<file path="src/rtl/rob_commit.sv">
module rob_commit #(
  parameter int DEPTH = 8,
  parameter int XLEN  = 32,
  parameter int RA_W  = 5,
  localparam int IDX_W = $clog2(DEPTH),
  localparam int CNT_W = $clog2(DEPTH + 1)
) (
  input  logic             clk,
  input  logic             rst_n,
  input  logic             alloc_req,
  input  logic [XLEN-1:0]  alloc_pc,
  input  logic [RA_W-1:0]  alloc_rd,
  input  logic             alloc_store,
  output logic [IDX_W-1:0] alloc_tag,
  output logic             full,
  input  logic             cpl_valid,
  input  logic [IDX_W-1:0] cpl_tag,
  input  logic [XLEN-1:0]  cpl_data,
  input  logic             cpl_exc,
  output logic             ret_valid,
  output logic             rf_we,
  output logic [RA_W-1:0]  rf_addr,
  output logic [XLEN-1:0]  rf_data,
  output logic             irq_valid,
  output logic [XLEN-1:0]  irq_pc
);

  logic [DEPTH-1:0] vld, done, exc, nowb;
  logic [XLEN-1:0]  pcs [DEPTH];
  logic [XLEN-1:0]  res [DEPTH];
  logic [RA_W-1:0]  rds [DEPTH];
  logic [IDX_W-1:0] head, tail;
  logic [CNT_W-1:0] cnt;
  logic             head_rdy, take, retire;

  function automatic logic [IDX_W-1:0] nxt(input logic [IDX_W-1:0] p);
    return (p == IDX_W'(DEPTH - 1)) ? '0 : p + IDX_W'(1);
  endfunction

  assign head_rdy  = vld[head] & done[head];
  assign ret_valid = head_rdy;
  assign irq_valid = head_rdy & exc[head];
  assign irq_pc    = pcs[head];
  assign rf_we     = head_rdy & ~exc[head] & ~nowb[head];
  assign rf_addr   = rds[head];
  assign rf_data   = res[head];
  assign full      = (cnt == CNT_W'(DEPTH));
  assign alloc_tag = tail;
  assign take      = alloc_req & ~full & ~irq_valid;
  assign retire    = head_rdy & ~irq_valid;

  always_ff @(posedge clk or negedge rst_n) begin
    if (!rst_n) begin
      vld  <= '0;
      done <= '0;
      exc  <= '0;
      nowb <= '0;
      head <= '0;
      tail <= '0;
      cnt  <= '0;
      for (int i = 0; i < DEPTH; i++) begin
        pcs[i] <= '0;
        res[i] <= '0;
        rds[i] <= '0;
      end
    end else if (irq_valid) begin
      vld  <= '0;
      head <= '0;
      tail <= '0;
      cnt  <= '0;
    end else begin
      if (cpl_valid && vld[cpl_tag]) begin
        done[cpl_tag] <= 1'b1;
        exc[cpl_tag]  <= cpl_exc;
        res[cpl_tag]  <= cpl_data;
      end
      if (retire) begin
        vld[head] <= 1'b0;
        head      <= nxt(head);
      end
      if (take) begin
        vld[tail]  <= 1'b1;
        done[tail] <= 1'b0;
        exc[tail]  <= 1'b0;
        nowb[tail] <= alloc_store;
        pcs[tail]  <= alloc_pc;
        rds[tail]  <= alloc_rd;
        tail       <= nxt(tail);
      end
      cnt <= cnt + CNT_W'(take) - CNT_W'(retire);
    end
  end


  occupancy_limit_chk: assert property (@(posedge clk) disable iff (!rst_n)
    cnt <= CNT_W'(DEPTH));


  full_holds_tail_chk: assert property (@(posedge clk) disable iff (!rst_n)
    (full && !ret_valid) |=> $stable(tail));


  cpl_marks_done_chk: assert property (@(posedge clk) disable iff (!rst_n)
    (cpl_valid && vld[cpl_tag] && !irq_valid) |=> done[$past(cpl_tag)]);


  flush_empties_chk: assert property (@(posedge clk) disable iff (!rst_n)
    irq_valid |=> (cnt == '0 && !ret_valid && head == '0));


  steady_occupancy_chk: assert property (@(posedge clk) disable iff (!rst_n)
    (take && retire) |=> (cnt == $past(cnt)));

endmodule

</file>
<file path="config.mk">
export PLATFORM = sky130hd
export DESIGN_NAME = rob_commit
export DESIGN_NICKNAME = d
export VERILOG_FILES = /design/src/rtl/rob_commit.sv
export SDC_FILE = /design/constraint.sdc
export NUM_CORES = 1
export LEC_CHECK = 0
export BUFFER_PORTS_ARGS = -buffer_cell sky130_fd_sc_hd__buf_2
export CORE_MARGIN = 5
export CORE_UTILIZATION = 61
export CTS_CLUSTER_SIZE = 12
export DETAILED_ROUTE_END_ITERATION = 8
export PLACE_DENSITY_LB_ADDON = 0.08
export SKIP_LAST_GASP = 1
export SLEW_MARGIN = 20
export SYNTH_ARGS = -nofsm -noshare
export SYNTH_HDL_FRONTEND = slang
export SYNTH_SLANG_ARGS = --single-unit
</file>
<file path="constraint.sdc">
create_clock -name clk -period 3.4 [get_ports clk]
set_input_delay 0.68 -clock clk [delete_from_list [all_inputs] [get_ports clk]]
set_output_delay 0.68 -clock clk [all_outputs]
set_load 0.005 [all_outputs]
</file>
==> metrics <==
placed instance area=0.0276 mm^2; post-synth net total=1,898; Total GRT Usage=between 20% and 30%; DRC violations left=0; WP data required=2720 ps; Antenna Nets Post-Route=0; worst setup margin=roughly 110 ps; first-pass GRT wire length=between 100,000 and 150,000 um; Relative slew margins=52.4%; TritonRoute pass-1 iters=5; CP Capture Type=output port; DRT iter0 DRCs=about 1,500; Buffers on Ports=between 150 and 200; Die Height=216 um; Worst Hold Class=in -> async; CTS clk-pin slew, worst paths=60 ps; Mapped Cells=around 1,800; Setup TNS Final=0 ps; worst-margin pin slew=slightly above 700 ps; via count=about 17,000; Reg power frac=a little over two fifths; Ys Warns=0; CP startpoint kind=flop; syn_area_per_cell=~14 um^2; asr flop ratio synth=between 90% and 100%; die width=around 220 um; min Tclk post-route=between 3000 and 4000 ps; Seq/Total Area, Yosys=57.4%; count leader, synth=dfrtp_1; Detailed Place HPWL=37,000 um; final-report hold violation count=0; Comb power frac=~36%; synth top area cells=dfrtp_1, mux2_2, a22oi_1; final wirelength=about 67,000 um; skew final=around 18 ps; cell internal pwr=19.8 mW; # IOs=154; Net Sw Power=between 9 and 10 mW; largest net degree at the start of global routing=84; # rows=between 70 and 80; Layout Nets=2,055; peak supply drop=around 580 uV; final worst path period share=96.8%; post-DR wirelength/cell=26.4 um; Finished Core Util=70.7%; clock root buffer master=clkbuf_16; dominant cell type by area after synthesis=dfrtp_1; Primary FF master, synth=dfrtp_1; maxcap violations=0; Power Density=between 900 and 1000 mW/mm^2; Final Cell Area=between 0.02 and 0.03 mm^2; final setup violation count=0; max-slew violations=0; f_max=approximately 0.30 GHz; Layout area overhead=14.5%; Finished Layout Cells=about 2,600; Clk network pwr share=roughly a fifth; Synth Register Bits=roughly 590; vias per cell=~6.6; placed insts=about 2,400; DP Worst Slack=384 ps; Initial Util=about three fifths; post-synthesis cell type count=between 40 and 50; total grt overflow=0; cts bufs inserted=60; Clk Latency, worst-skew pair=a little over 600 ps; Clock Sinks=594; commonest cells in the netlist=dfrtp_1, mux2_2, a22oi_1; CP Max Fanout=12; total power=a little under 30 mW; reg2reg setup slack=between 300 and 400 ps; share of layout cells above drive strength 1=45.0%; core area=roughly 0.042 mm^2; sw frac=between 30% and 40%; TritonCTS clock tree=yes; Final Wtd Congestion=about 0.81; CP Data Arrival Time=approximately 2600 ps; CTS hold repair buffers=0; EDFF count, synth=0; Yosys top cell area share=a little under three fifths; synthesized area=0.0259 mm^2; die area=between 0.04 and 0.05 mm^2; htree depth=2; initial antenna violation count=11; clk buf depth=3; Pleak=~13 nW; outcome=finished, final reports clean; vias in the first global route=17,900; Hold WS=around 48 ps; WS Path Type=reg -> out
[critical path, cell delays in order, from the launching register on]
cell and delay (ps):
dfrtp_2 440, buf_6 210, nor2b_4 280, nand2_1 100
a31oi_2 210, or2_2 150, nor2b_2 230, and3_4 250
buf_2 120
[timing repair]
action,4_1_cts,5_1_grt
setup endpoints to repair,70,67
pin swaps,3,1
gates cloned,3,2
gates resized for setup,7,13
buffers inserted,9,2
[per-layer routing]
layer	vias to the layer above	routed length, um	GRT usage, %
li1	7142	-	-
met3	123	3960	5.27
met5	-	55	0
met4	8	1670	8.82
met2	537	33100	47.4
met1	8928	28600	39.3
[layout make-up]
cell class	instances	area [um^2]
diodes	5	12.5
clock buffers	92	1750
clock inverters	9	80.1
fillers	2881	12300
inverters	14	58.8
multi-input cells	1071	10500
flip-flops and latches	594	14900
well taps	539	674
repair buffers	226	1720
[power groups by stage]
stage | sequential (mW) | combinational (mW) | clock (mW)
after CTS | 12.6 | 10.4 | 6.36
after floorplan | 12.0 | 6.87 | 0
after global routing | 13.0 | 11.3 | 6.66
after global placement | 12.4 | 9.86 | 0
after detailed placement | 12.6 | 10.2 | 0
final | 12.6 | 10.5 | 6.26
[kinds of logic after synthesis]
kind of cell	synth area share, %
adders and majority gates	0.512
muxes	26.2
buffers and inverters	2.75
AOI/OAI and AO/OA	9.49
DFF	57.4
and+or+nand+nor	3.59
xor gates and xnor gates	0.0676
[final timing paths]
kind / startpoint / to / cells past startpoint
max: head[0]$_DFFE_PN0P_ / rf_we / 8
max reg2reg: head[2]$_DFFE_PN0P_ / res[161]$_DFFE_PN0P_ / 8
max in group asynchronous: rst_n / pcs[33]$_DFFE_PN0P_ / 2
min in group clk: alloc_pc[30] / pcs[222]$_DFFE_PN0P_ / 2
min reg2reg: pcs[123]$_DFFE_PN0P_ / pcs[123]$_DFFE_PN0P_ / 1
min: rst_n / res[60]$_DFFE_PN0P_ / 1
[state kept, by name (all words and copies together) (netlist names)]
register   count
pcs          256
cnt            4
vld            8
head           3
alloc_tag      3
rds           40
done           8
nowb           8
res          256
exc            8
[placed cells by master (no fill, tap or decap), types with 9 or more instances in the layout]
cell type	instances
buf_4	41
a22oi_1	277
clkbuf_8	11
nand2_1	17
ha_1	9
clkbuf_16	61
inv_1	12
a21o_1	9
clkbuf_1	20
mux2_2	461
mux2_1	15
buf_2	152
buf_12	29
nand4_1	70
or3_1	10
dfrtp_1	592
o21ai_0	13
a21oi_1	15
mux2_4	87
No activity file was read; power rests on OpenSTA's default activity.
